`config.mk`:
```
export PLATFORM = sky130hd
export DESIGN_NAME = alu181_reg
export DESIGN_NICKNAME = d
export VERILOG_FILES = /design/src/rtl/alu181_pkg.sv /design/src/rtl/alu181_bitslice.sv /design/src/rtl/alu181_lookahead.sv /design/src/rtl/alu181_reg.sv
export SDC_FILE = /design/constraint.sdc
export NUM_CORES = 1
export LEC_CHECK = 0
export ABC_AREA = 0
export ABC_CLOCK_PERIOD_IN_PS = 1900
export BUFFER_PORTS_ARGS = -buffer_cell sky130_fd_sc_hd__buf_4
export CAP_MARGIN = 40
export CORE_UTILIZATION = 35
export DETAILED_ROUTE_END_ITERATION = 7
export HOLD_SLACK_MARGIN = 0.15
export PLACE_DENSITY_LB_ADDON = 0.1
export SETUP_SLACK_MARGIN = 0.02
export SYNTH_ARGS = -nofsm -noshare
export SYNTH_HDL_FRONTEND = slang
export SYNTH_HIERARCHICAL = 1
export SYNTH_SLANG_ARGS = --single-unit
```
`constraint.sdc`:
```
create_clock -name clk -period 1.9 [get_ports clk]
set_input_delay 0.095 -clock clk [delete_from_list [all_inputs] [get_ports clk]]
set_output_delay 0.095 -clock clk [all_outputs]
set_load 0.05 [all_outputs]
```
`src/rtl/alu181_pkg.sv`:
```
package alu181_pkg;
  localparam int unsigned SEL_W = 4;

  typedef enum logic {
    MODE_ARITH = 1'b0,
    MODE_LOGIC = 1'b1
  } alu_mode_e;
endpackage

```
`src/rtl/alu181_bitslice.sv`:
```
module alu181_bitslice #(
  parameter int unsigned W = 4
) (
  input  logic [W-1:0]                   a_i,
  input  logic [W-1:0]                   b_i,
  input  logic [alu181_pkg::SEL_W-1:0]   sel_i,
  output logic [W-1:0]                   prop_o,
  output logic [W-1:0]                   gen_o,
  output logic [W-1:0]                   half_o
);
  // Per-bit terms: select bits 0/1 shape propagate, bits 2/3 shape generate.
  for (genvar i = 0; i < W; i++) begin : g_bit
    logic p_bit;
    logic g_bit_w;
    always_comb begin
      p_bit   = a_i[i] | (b_i[i] & sel_i[0]) | (~b_i[i] & sel_i[1]);
      g_bit_w = (a_i[i] & ~b_i[i] & sel_i[2]) | (a_i[i] & b_i[i] & sel_i[3]);
    end
    assign prop_o[i] = p_bit;
    assign gen_o[i]  = g_bit_w;
    // Generate never exceeds propagate, so the half-sum is p AND NOT g.
    assign half_o[i] = p_bit ^ g_bit_w;
  end

  always_comb begin
    AST_GEN_IMPLIES_PROP: assert ((gen_o & ~prop_o) == '0);
  end
endmodule

```
`src/rtl/alu181_lookahead.sv`:
```
module alu181_lookahead #(
  parameter int unsigned W = 4
) (
  input  logic [W-1:0] prop_i,
  input  logic [W-1:0] gen_i,
  input  logic         cin_i,
  output logic [W-1:0] carry_o,
  output logic         cout_o,
  output logic         grp_p_o,
  output logic         grp_g_o
);
  // Flat look-ahead: carry into bit idx from all lower generates and cin.
  function automatic logic la_carry(input logic [W-1:0] p, input logic [W-1:0] g,
                                    input logic c0, input int idx);
    logic acc;
    logic term;
    acc  = 1'b0;
    term = c0;
    for (int j = 0; j < W; j++) begin
      if (j < idx) term = term & p[j];
    end
    acc = term;
    for (int j = 0; j < W; j++) begin
      if (j < idx) begin
        term = g[j];
        for (int k = 0; k < W; k++) begin
          if (k > j && k < idx) term = term & p[k];
        end
        acc = acc | term;
      end
    end
    return acc;
  endfunction

  for (genvar i = 0; i < W; i++) begin : g_carry
    assign carry_o[i] = la_carry(prop_i, gen_i, cin_i, i);
  end

  assign cout_o  = la_carry(prop_i, gen_i, cin_i, W);
  assign grp_g_o = la_carry(prop_i, gen_i, 1'b0, W);
  assign grp_p_o = &prop_i;

  always_comb begin
    if (gen_i == '0) begin
      AST_NO_GEN_PASS: assert (cout_o == (cin_i & grp_p_o));
    end
    if (!cin_i) begin
      AST_GRP_G_MATCH: assert (cout_o == grp_g_o);
    end
  end
endmodule

```
`src/rtl/alu181_reg.sv`:
```
module alu181_reg #(
  parameter int unsigned W = 4
) (
  input  logic                          clk,
  input  logic                          rst_n,
  input  logic [W-1:0]                  a_i,
  input  logic [W-1:0]                  b_i,
  input  logic [alu181_pkg::SEL_W-1:0]  sel_i,
  input  logic                          mode_i,
  input  logic                          carry_n_i,
  output logic [W-1:0]                  f_o,
  output logic                          carry_n_o,
  output logic                          grp_p_n_o,
  output logic                          grp_g_n_o,
  output logic                          eq_o
);
  import alu181_pkg::*;

  localparam int unsigned IN_W  = 2 * W + SEL_W + 2;
  localparam int unsigned OUT_W = W + 4;

  // Input stage
  logic [IN_W-1:0]  in_d, in_q;
  logic [W-1:0]     a_q, b_q;
  logic [SEL_W-1:0] sel_q;
  alu_mode_e        mode_q;
  logic             cin_n_q;

  always_comb in_d = {a_i, b_i, sel_i, mode_i, carry_n_i};

  always_ff @(posedge clk or negedge rst_n) begin
    if (!rst_n) in_q <= '0;
    else        in_q <= in_d;
  end

  always_comb begin
    {a_q, b_q, sel_q} = in_q[IN_W-1:2];
    mode_q            = alu_mode_e'(in_q[1]);
    cin_n_q           = in_q[0];
  end

  // Datapath
  logic [W-1:0] prop, gen, half, carry;
  logic         cout, grp_p, grp_g;
  logic [W-1:0] f_d;

  alu181_bitslice #(.W(W)) u_slice (
    .a_i(a_q), .b_i(b_q), .sel_i(sel_q),
    .prop_o(prop), .gen_o(gen), .half_o(half)
  );

  alu181_lookahead #(.W(W)) u_cla (
    .prop_i(prop), .gen_i(gen), .cin_i(~cin_n_q),
    .carry_o(carry), .cout_o(cout), .grp_p_o(grp_p), .grp_g_o(grp_g)
  );

  always_comb begin
    if (mode_q == MODE_LOGIC) f_d = ~half;
    else                      f_d = half ^ carry;
  end

  // Output stage
  logic [OUT_W-1:0] out_d, out_q;

  always_comb out_d = {f_d, ~cout, ~grp_p, ~grp_g, &f_d};

  always_ff @(posedge clk or negedge rst_n) begin
    if (!rst_n) out_q <= '0;
    else        out_q <= out_d;
  end

  assign {f_o, carry_n_o, grp_p_n_o, grp_g_n_o, eq_o} = out_q;

  // Checks on registered behaviour
  AST_ADD_RESULT: assert property (@(posedge clk) disable iff (!rst_n)
    (mode_q == MODE_ARITH && sel_q == 4'b1001 && cin_n_q)
    |=> ({~carry_n_o, f_o} == ($past({1'b0, a_q}) + $past({1'b0, b_q}))));

  AST_SHIFT_LEFT: assert property (@(posedge clk) disable iff (!rst_n)
    (mode_q == MODE_ARITH && sel_q == 4'b1100 && cin_n_q)
    |=> (f_o == ($past(a_q) << 1) && carry_n_o == ~$past(a_q[W-1])));

  AST_LOGIC_AND: assert property (@(posedge clk) disable iff (!rst_n)
    (mode_q == MODE_LOGIC && sel_q == 4'b1011)
    |=> (f_o == ($past(a_q) & $past(b_q))));

  AST_LOGIC_ONES: assert property (@(posedge clk) disable iff (!rst_n)
    (mode_q == MODE_LOGIC && sel_q == 4'b1100)
    |=> (f_o == '1 && eq_o));

  AST_COUT_IS_GRP_G: assert property (@(posedge clk) disable iff (!rst_n)
    cin_n_q |=> (carry_n_o == grp_g_n_o));

  AST_HOLD_STEADY: assert property (@(posedge clk) disable iff (!rst_n)
    ($stable(in_q) && $past(rst_n)) |=> $stable(out_q));
endmodule

```
* Yosys cells after proc, flatten, opt, wreduce, memory -nomap -nowiden
Cells that the tools add are included.
Widths: inputs -> output; s select.
** Operators by class
- Add/sub/neg operators :: 0
- $mul :: 0
- Div/mod/pow operators :: 0
- Magnitude comparators :: 0
- Equality and inequality tests :: 0
- Shift-type cells :: 0
- Multiplexer cells :: 1
- Bitwise logic cells :: 73
- Reductions and logical operators :: 2
** Operator list (count)
- $and 1x1->1 :: 34
- $or 1x1->1 :: 25
- $not 1->1 :: 8
- $reduce_and 4->1 :: 2
- $mux 4 :: 1
- $not 4->4 :: 1
- $xor 1x1->1 :: 4
- $xor 4x4->4 :: 1
** Word-level totals
- Register bits after elaboration :: 22
- Latch bits :: 0
- Bits in writable memories :: 0
- ROM bits :: 0
- Input port bits :: 16
- Output and inout bits :: 8
- Logic and storage cells :: 78
- Memories :: 0

* Longest topological paths before layout
- Depth after elaboration :: 12
- Gate-level depth with buffers :: 10
- Gate-level depth less buffers :: 9

* Cells and area by module
The synthesis kept the hierarchy.
** By module, submodules not included
- alu181_reg :: instances 1, cells each 35, area an instance 624.3 um2, seq. area each 550.5 um2
- alu181_bitslice :: instances 1, cells each 30, area an instance 297.8 um2, seq. area each 0.0 um2
- alu181_lookahead :: instances 1, cells each 11, area an instance 67.6 um2, seq. area each 0.0 um2

* Worst setup path after synthesis
No wires, ideal clock.
- Path type :: reg-to-reg
- From :: register in_q[3]
- To :: register out_q[0]
- Setup time :: 0.068 ns
- Arrival time :: 1.841 ns
- Data required time :: 1.832 ns
- Path slack :: -0.009 ns
- Stages on the path, launching flop included :: 11
- Buffers on the path :: 1
- Clock period less this slack :: 1.909 ns
- Cells stage by stage :: dfrtp_1 > nor2b_1 > a211o_1 > buf_4 > a21o_1 > a21oi_2 > inv_2 > a21o_1 > nor2_1 > xnor2_1 > and4_1
** Between the ends
- Elaborated cells between the ends (all ways) :: 28
- Those cells by class :: mux (1); bitwise (26); reduce/logical (1)
** RTL lines
- start, declared :: line alu181_reg.sv:23 : logic [IN_W-1:0] in_d, in_q;
- start signal, assigned :: line alu181_reg.sv:33 : else in_q <= in_d;
- $and 1x1->1 :: line alu181_bitslice.sv:16 : p_bit = a_i[i] | (b_i[i] & sel_i[0]) | (~b_i[i] & sel_i[1]);
- $or 1x1->1 :: line alu181_bitslice.sv:16
- via u_slice.g_bit[0].p_bit :: line alu181_bitslice.sv:13 : logic p_bit;
- $and 1x1->1 :: line alu181_lookahead.sv:20 : if (j < idx) term = term & p[j];
- $or 1x1->1 :: line alu181_lookahead.sv:29 : acc = acc | term;
- via carry[1] :: line alu181_reg.sv:43 : logic [W-1:0] prop, gen, half, carry;
- $xor 4x4->4 :: line alu181_reg.sv:59 : else f_d = half ^ carry;
- $mux 4 :: line alu181_reg.sv:58 : if (mode_q == MODE_LOGIC) f_d = ~half;
- $reduce_and 4->1 :: line alu181_reg.sv:65 : always_comb out_d = {f_d, ~cout, ~grp_p, ~grp_g, &f_d};
- via out_d[0] :: line alu181_reg.sv:63 : logic [OUT_W-1:0] out_d, out_q;
- end signal, assigned :: line alu181_reg.sv:69 : else out_q <= out_d;
- end, declared :: line alu181_reg.sv:63
The timed path passes the listed nets, and every way through them passes these cells.

* Worst setup path after layout
- From :: register in_q[3]
- To :: register out_q[0]
** Between the ends
- Elaborated cells between the ends (all ways) :: 28
- Those cells by class :: mux (1); bitwise (26); reduce/logical (1)
** RTL lines (line)
- $and 1x1->1 :: alu181_bitslice.sv:16
- $or 1x1->1 :: alu181_bitslice.sv:16
- via prop[0] :: alu181_reg.sv:43
- $and 1x1->1 :: alu181_lookahead.sv:20
- $or 1x1->1 :: alu181_lookahead.sv:29
- via carry[1] :: alu181_reg.sv:43
- $xor 4x4->4 :: alu181_reg.sv:59
- $mux 4 :: alu181_reg.sv:58
- $reduce_and 4->1 :: alu181_reg.sv:65
- via out_d[0] :: alu181_reg.sv:63
The timed path passes the listed nets, and every way through them passes these cells.

==> impl_metrics.py <==
metrics = {
    "sta": {
        "max_freq_mhz": 541,
        "fin_crit_sh_pct": 97.3,
        "tns_ns": 0,
        "finalMaxSlewViolations": 0,
        "tightest_slew_ns": 0.268,
        "setup_viol": 0,
        "clock_skew_ns": 0.00732,
        "fin_crit_ns": 1.85,
        "finalHoldViolCount": 0,
        "slew_headroom_pct": 82.1,
        "rsz0062_at_grt": "yes",
    },
    "floorplanning": {
        "die_y_um": 55.2,
        "initial_core_util_pct": 38.5,
        "io_pins": 24,
        "core-area_sq_mm": 0.00257,
        "die_x_um": 55.2,
        "dieArea_sq_mm": 0.00304,
        "rows": 18,
    },
    "logic_synthesis": {
        "syn_area_per_cell_sq_um": 13.0,
        "syn_nets": 92,
        "synth_largest_area_cell": "dfrtp_1",
        "synth_flop_cell": "dfrtp_1",
        "postSynthCellCount": 76,
        "synth_top_cell_area_share_pct": 55.6,
        "yosys_warnings": 6,
        "async_reset_ff_share_pct": 100,
        "yosysMostFrequentCell": "dfrtp_1",
        "synth_seq_cells": 22,
        "ys_types": 16,
        "yosys-top-cells-area": "dfrtp_1, mux4_1, buf_4",
        "yosysSeqAreaShare_pct": 55.6,
        "synth-edff-count": 0,
        "yosys-top-cells-count": "dfrtp_1, buf_4, nor2b_1",
        "syn_area_sq_um": 990,
    },
    "pwr": {
        "power_mw": 1.02,
        "powerDensity_mw_per_mm2": 756,
        "ir_drop_mv": 0.438,
        "leakage_nw": 0.647,
    },
    "final_layout": {
        "fillerInstances": 250,
        "nets": 131,
        "antenna_cells": 0,
        "multi_input_comb_area_sq_um": 345,
        "drive_gt1_share_pct": 30.1,
        "syn_to_final_growth_pct": 35.7,
        "regArea_sq_um": 551,
        "finalInstanceArea_sq_mm": 0.00134,
    },
    "drt": {
        "vias": 666,
        "drc_errors": 0,
        "avgRoutedWirePerCell_um": 11.6,
        "avgViaCountPerCell": 4.66,
        "drt_iter0_drc": 9,
        "drtAntennaViolNets": 0,
        "drt-total-wl_mm": 1.66,
        "drt_pass1_iterations": 4,
    },
    "clock_network": {
        "cts_resized": 0,
        "cts_sinks": 22,
        "clk_pin_slew_worst_paths_ns": 0.11,
        "cts_buffers": 3,
        "cts_root_buf": "clkbuf_4",
        "cts_buffer_depth": 2,
        "htree_levels": 1,
        "cts_tree": "built",
        "worstSkewPairLatency_ns": 0.30,
    },
    "place": {
        "place_area_sq_mm": 0.00115,
        "port-buffer-count": 23,
        "dp_hpwl_mm": 1.11,
        "gp_congestion": 0.809,
    },
    "grt": {
        "grt_overflow": 0,
        "antenna_found_initial": 0,
        "grt_max_degree": 23,
        "first_global_vias": 681,
        "grt_pass1_wl_mm": 2.79,
        "grt_use_total_pct": 13.2,
    },
    "worst_setup_path": {
        "critPathMaxStageDelay_ns": 0.40,
        "cpMostUsedCell": "a21o_1",
        "start_kind": "register",
        "r2r_cells": 9,
        "crit_path_end_kind": "register",
        "worstSetupPathType": "reg2reg",
        "cp_max_fo": 3,
        "arrival_ns": 2.09,
        "cp.required_ns": 2.14,
        "worst_path_max_delay_cell": "dfrtp_1",
        "r2r_slack_ns": 0.05,
        "crit_chain": "nor2b_1, a211o_1, a21o_1, a21oi_2, inv_2, a21o_1, nor2_1, xnor2_1, and4_1",
        "rr_endpoint": "out_q[0]$_DFF_PN0_",
        "r2r_start": "in_q[3]$_DFF_PN0_",
    },
    "job": {
        "maxCapViolCount": 0,
    },
    "status": {
        "outcome": "finished, final reports clean",
    },
    "worst_hold_path": {
        "min_path_type": "in2async",
    },
}
what timing repair did:
item	4_1_cts	5_1_grt
hold buffers	15	0
endpoints found under the setup margin	0	1
setup buffers	0	3
endpoints found under the hold margin	36	0
logic make-up (layout without fill, tap and decap cells):
| kind of cell | Yosys count | in the layout | synth area share (%) |
|---|---|---|---|
| DFF | 22 | 22 | 55.6 |
| xor gates and xnor gates | 4 | 4 | 3.54 |
| and+or+nand+nor | 15 | 15 | 8.72 |
| buffers and inverters | 16 | 53 | 9.48 |
| AOI/OAI and AO/OA | 11 | 11 | 7.96 |
| muxes | 8 | 8 | 14.7 |
where the power goes:
group	leakage [nW]	switching (mW)	total [mW]	internal, mW
logic	0.376	0.159	0.289	0.130
registers	0.257	0.0202	0.527	0.507
clock network	0.0138	0.125	0.198	0.0738
total	0.647	0.304	1.02	0.711
per-layer routing:
layer	routed length, um	track usage [%]	vias to the layer above
met5	0	0	-
met4	15	7.50	0
met1	720	15.3	317
met2	860	22.7	18
met3	63	2.46	2
li1	-	-	329
flip-flops by register name, indices dropped and copies added (netlist names):
signal	count
out_q	8
in_q	14
area by class of cell:
cell class / instances / area share [%]
multi-input combinational: 38 / 25.7
sequential: 22 / 41.0
timing repair buffer: 43 / 26.8
clock buffer: 3 / 1.68
inverter: 7 / 1.96
tap: 30 / 2.80
worst max-delay path: cells and delay by family, from the launching register on:
family	cells	cell delay [ns]
AOI/OAI and AO/OA	4	0.79
xor gates and xnor gates	1	0.15
buffers and inverters	1	0.05
and+or+nand+nor	3	0.42
DFF	1	0.40
stage by stage:
stage	worst slack, ns	instances	hold slack (ns)	util [%]
after global routing	-0.0658	143	0.220	52.3
after CTS	0.0672	140	0.204	51.4
after floorplan	0.0275	76	-0.201	-
after detailed placement	0.100	122	-0.00368	44.7
after global placement	0.114	122	-0.00754	44.7
final	0.0506	143	0.204	52.3
how the worst max path moves through the flow:
stage,startpoint,to,slack (ns),cells past startpoint
2_1_floorplan,in_q[3]$_DFF_PN0_,out_q[0]$_DFF_PN0_,0.03,10
3_3_place_gp,in_q[3]$_DFF_PN0_,out_q[0]$_DFF_PN0_,0.11,9
3_5_place_dp,in_q[3]$_DFF_PN0_,out_q[0]$_DFF_PN0_,0.10,9
4_1_cts,in_q[3]$_DFF_PN0_,out_q[0]$_DFF_PN0_,0.07,9
5_1_grt,in_q[3]$_DFF_PN0_,out_q[0]$_DFF_PN0_,-0.07,9
6_report,in_q[3]$_DFF_PN0_,out_q[0]$_DFF_PN0_,0.05,9
placed cells by master (no fill, tap or decap):
cell and count:
inv_2 2, a21oi_2 1, clkbuf_4 3, nand2_1 1, a21oi_1 2, buf_4 28
dfrtp_1 22, and4_1 2, a21o_1 2, xnor2_1 4, nor2_1 4, o21ai_0 2
dlygate4sd3_1 15, a211o_1 4, inv_1 5, mux4_1 4, nor2b_1 8, mux2i_1 4
Note: power is estimated with default switching activity, not from simulation.
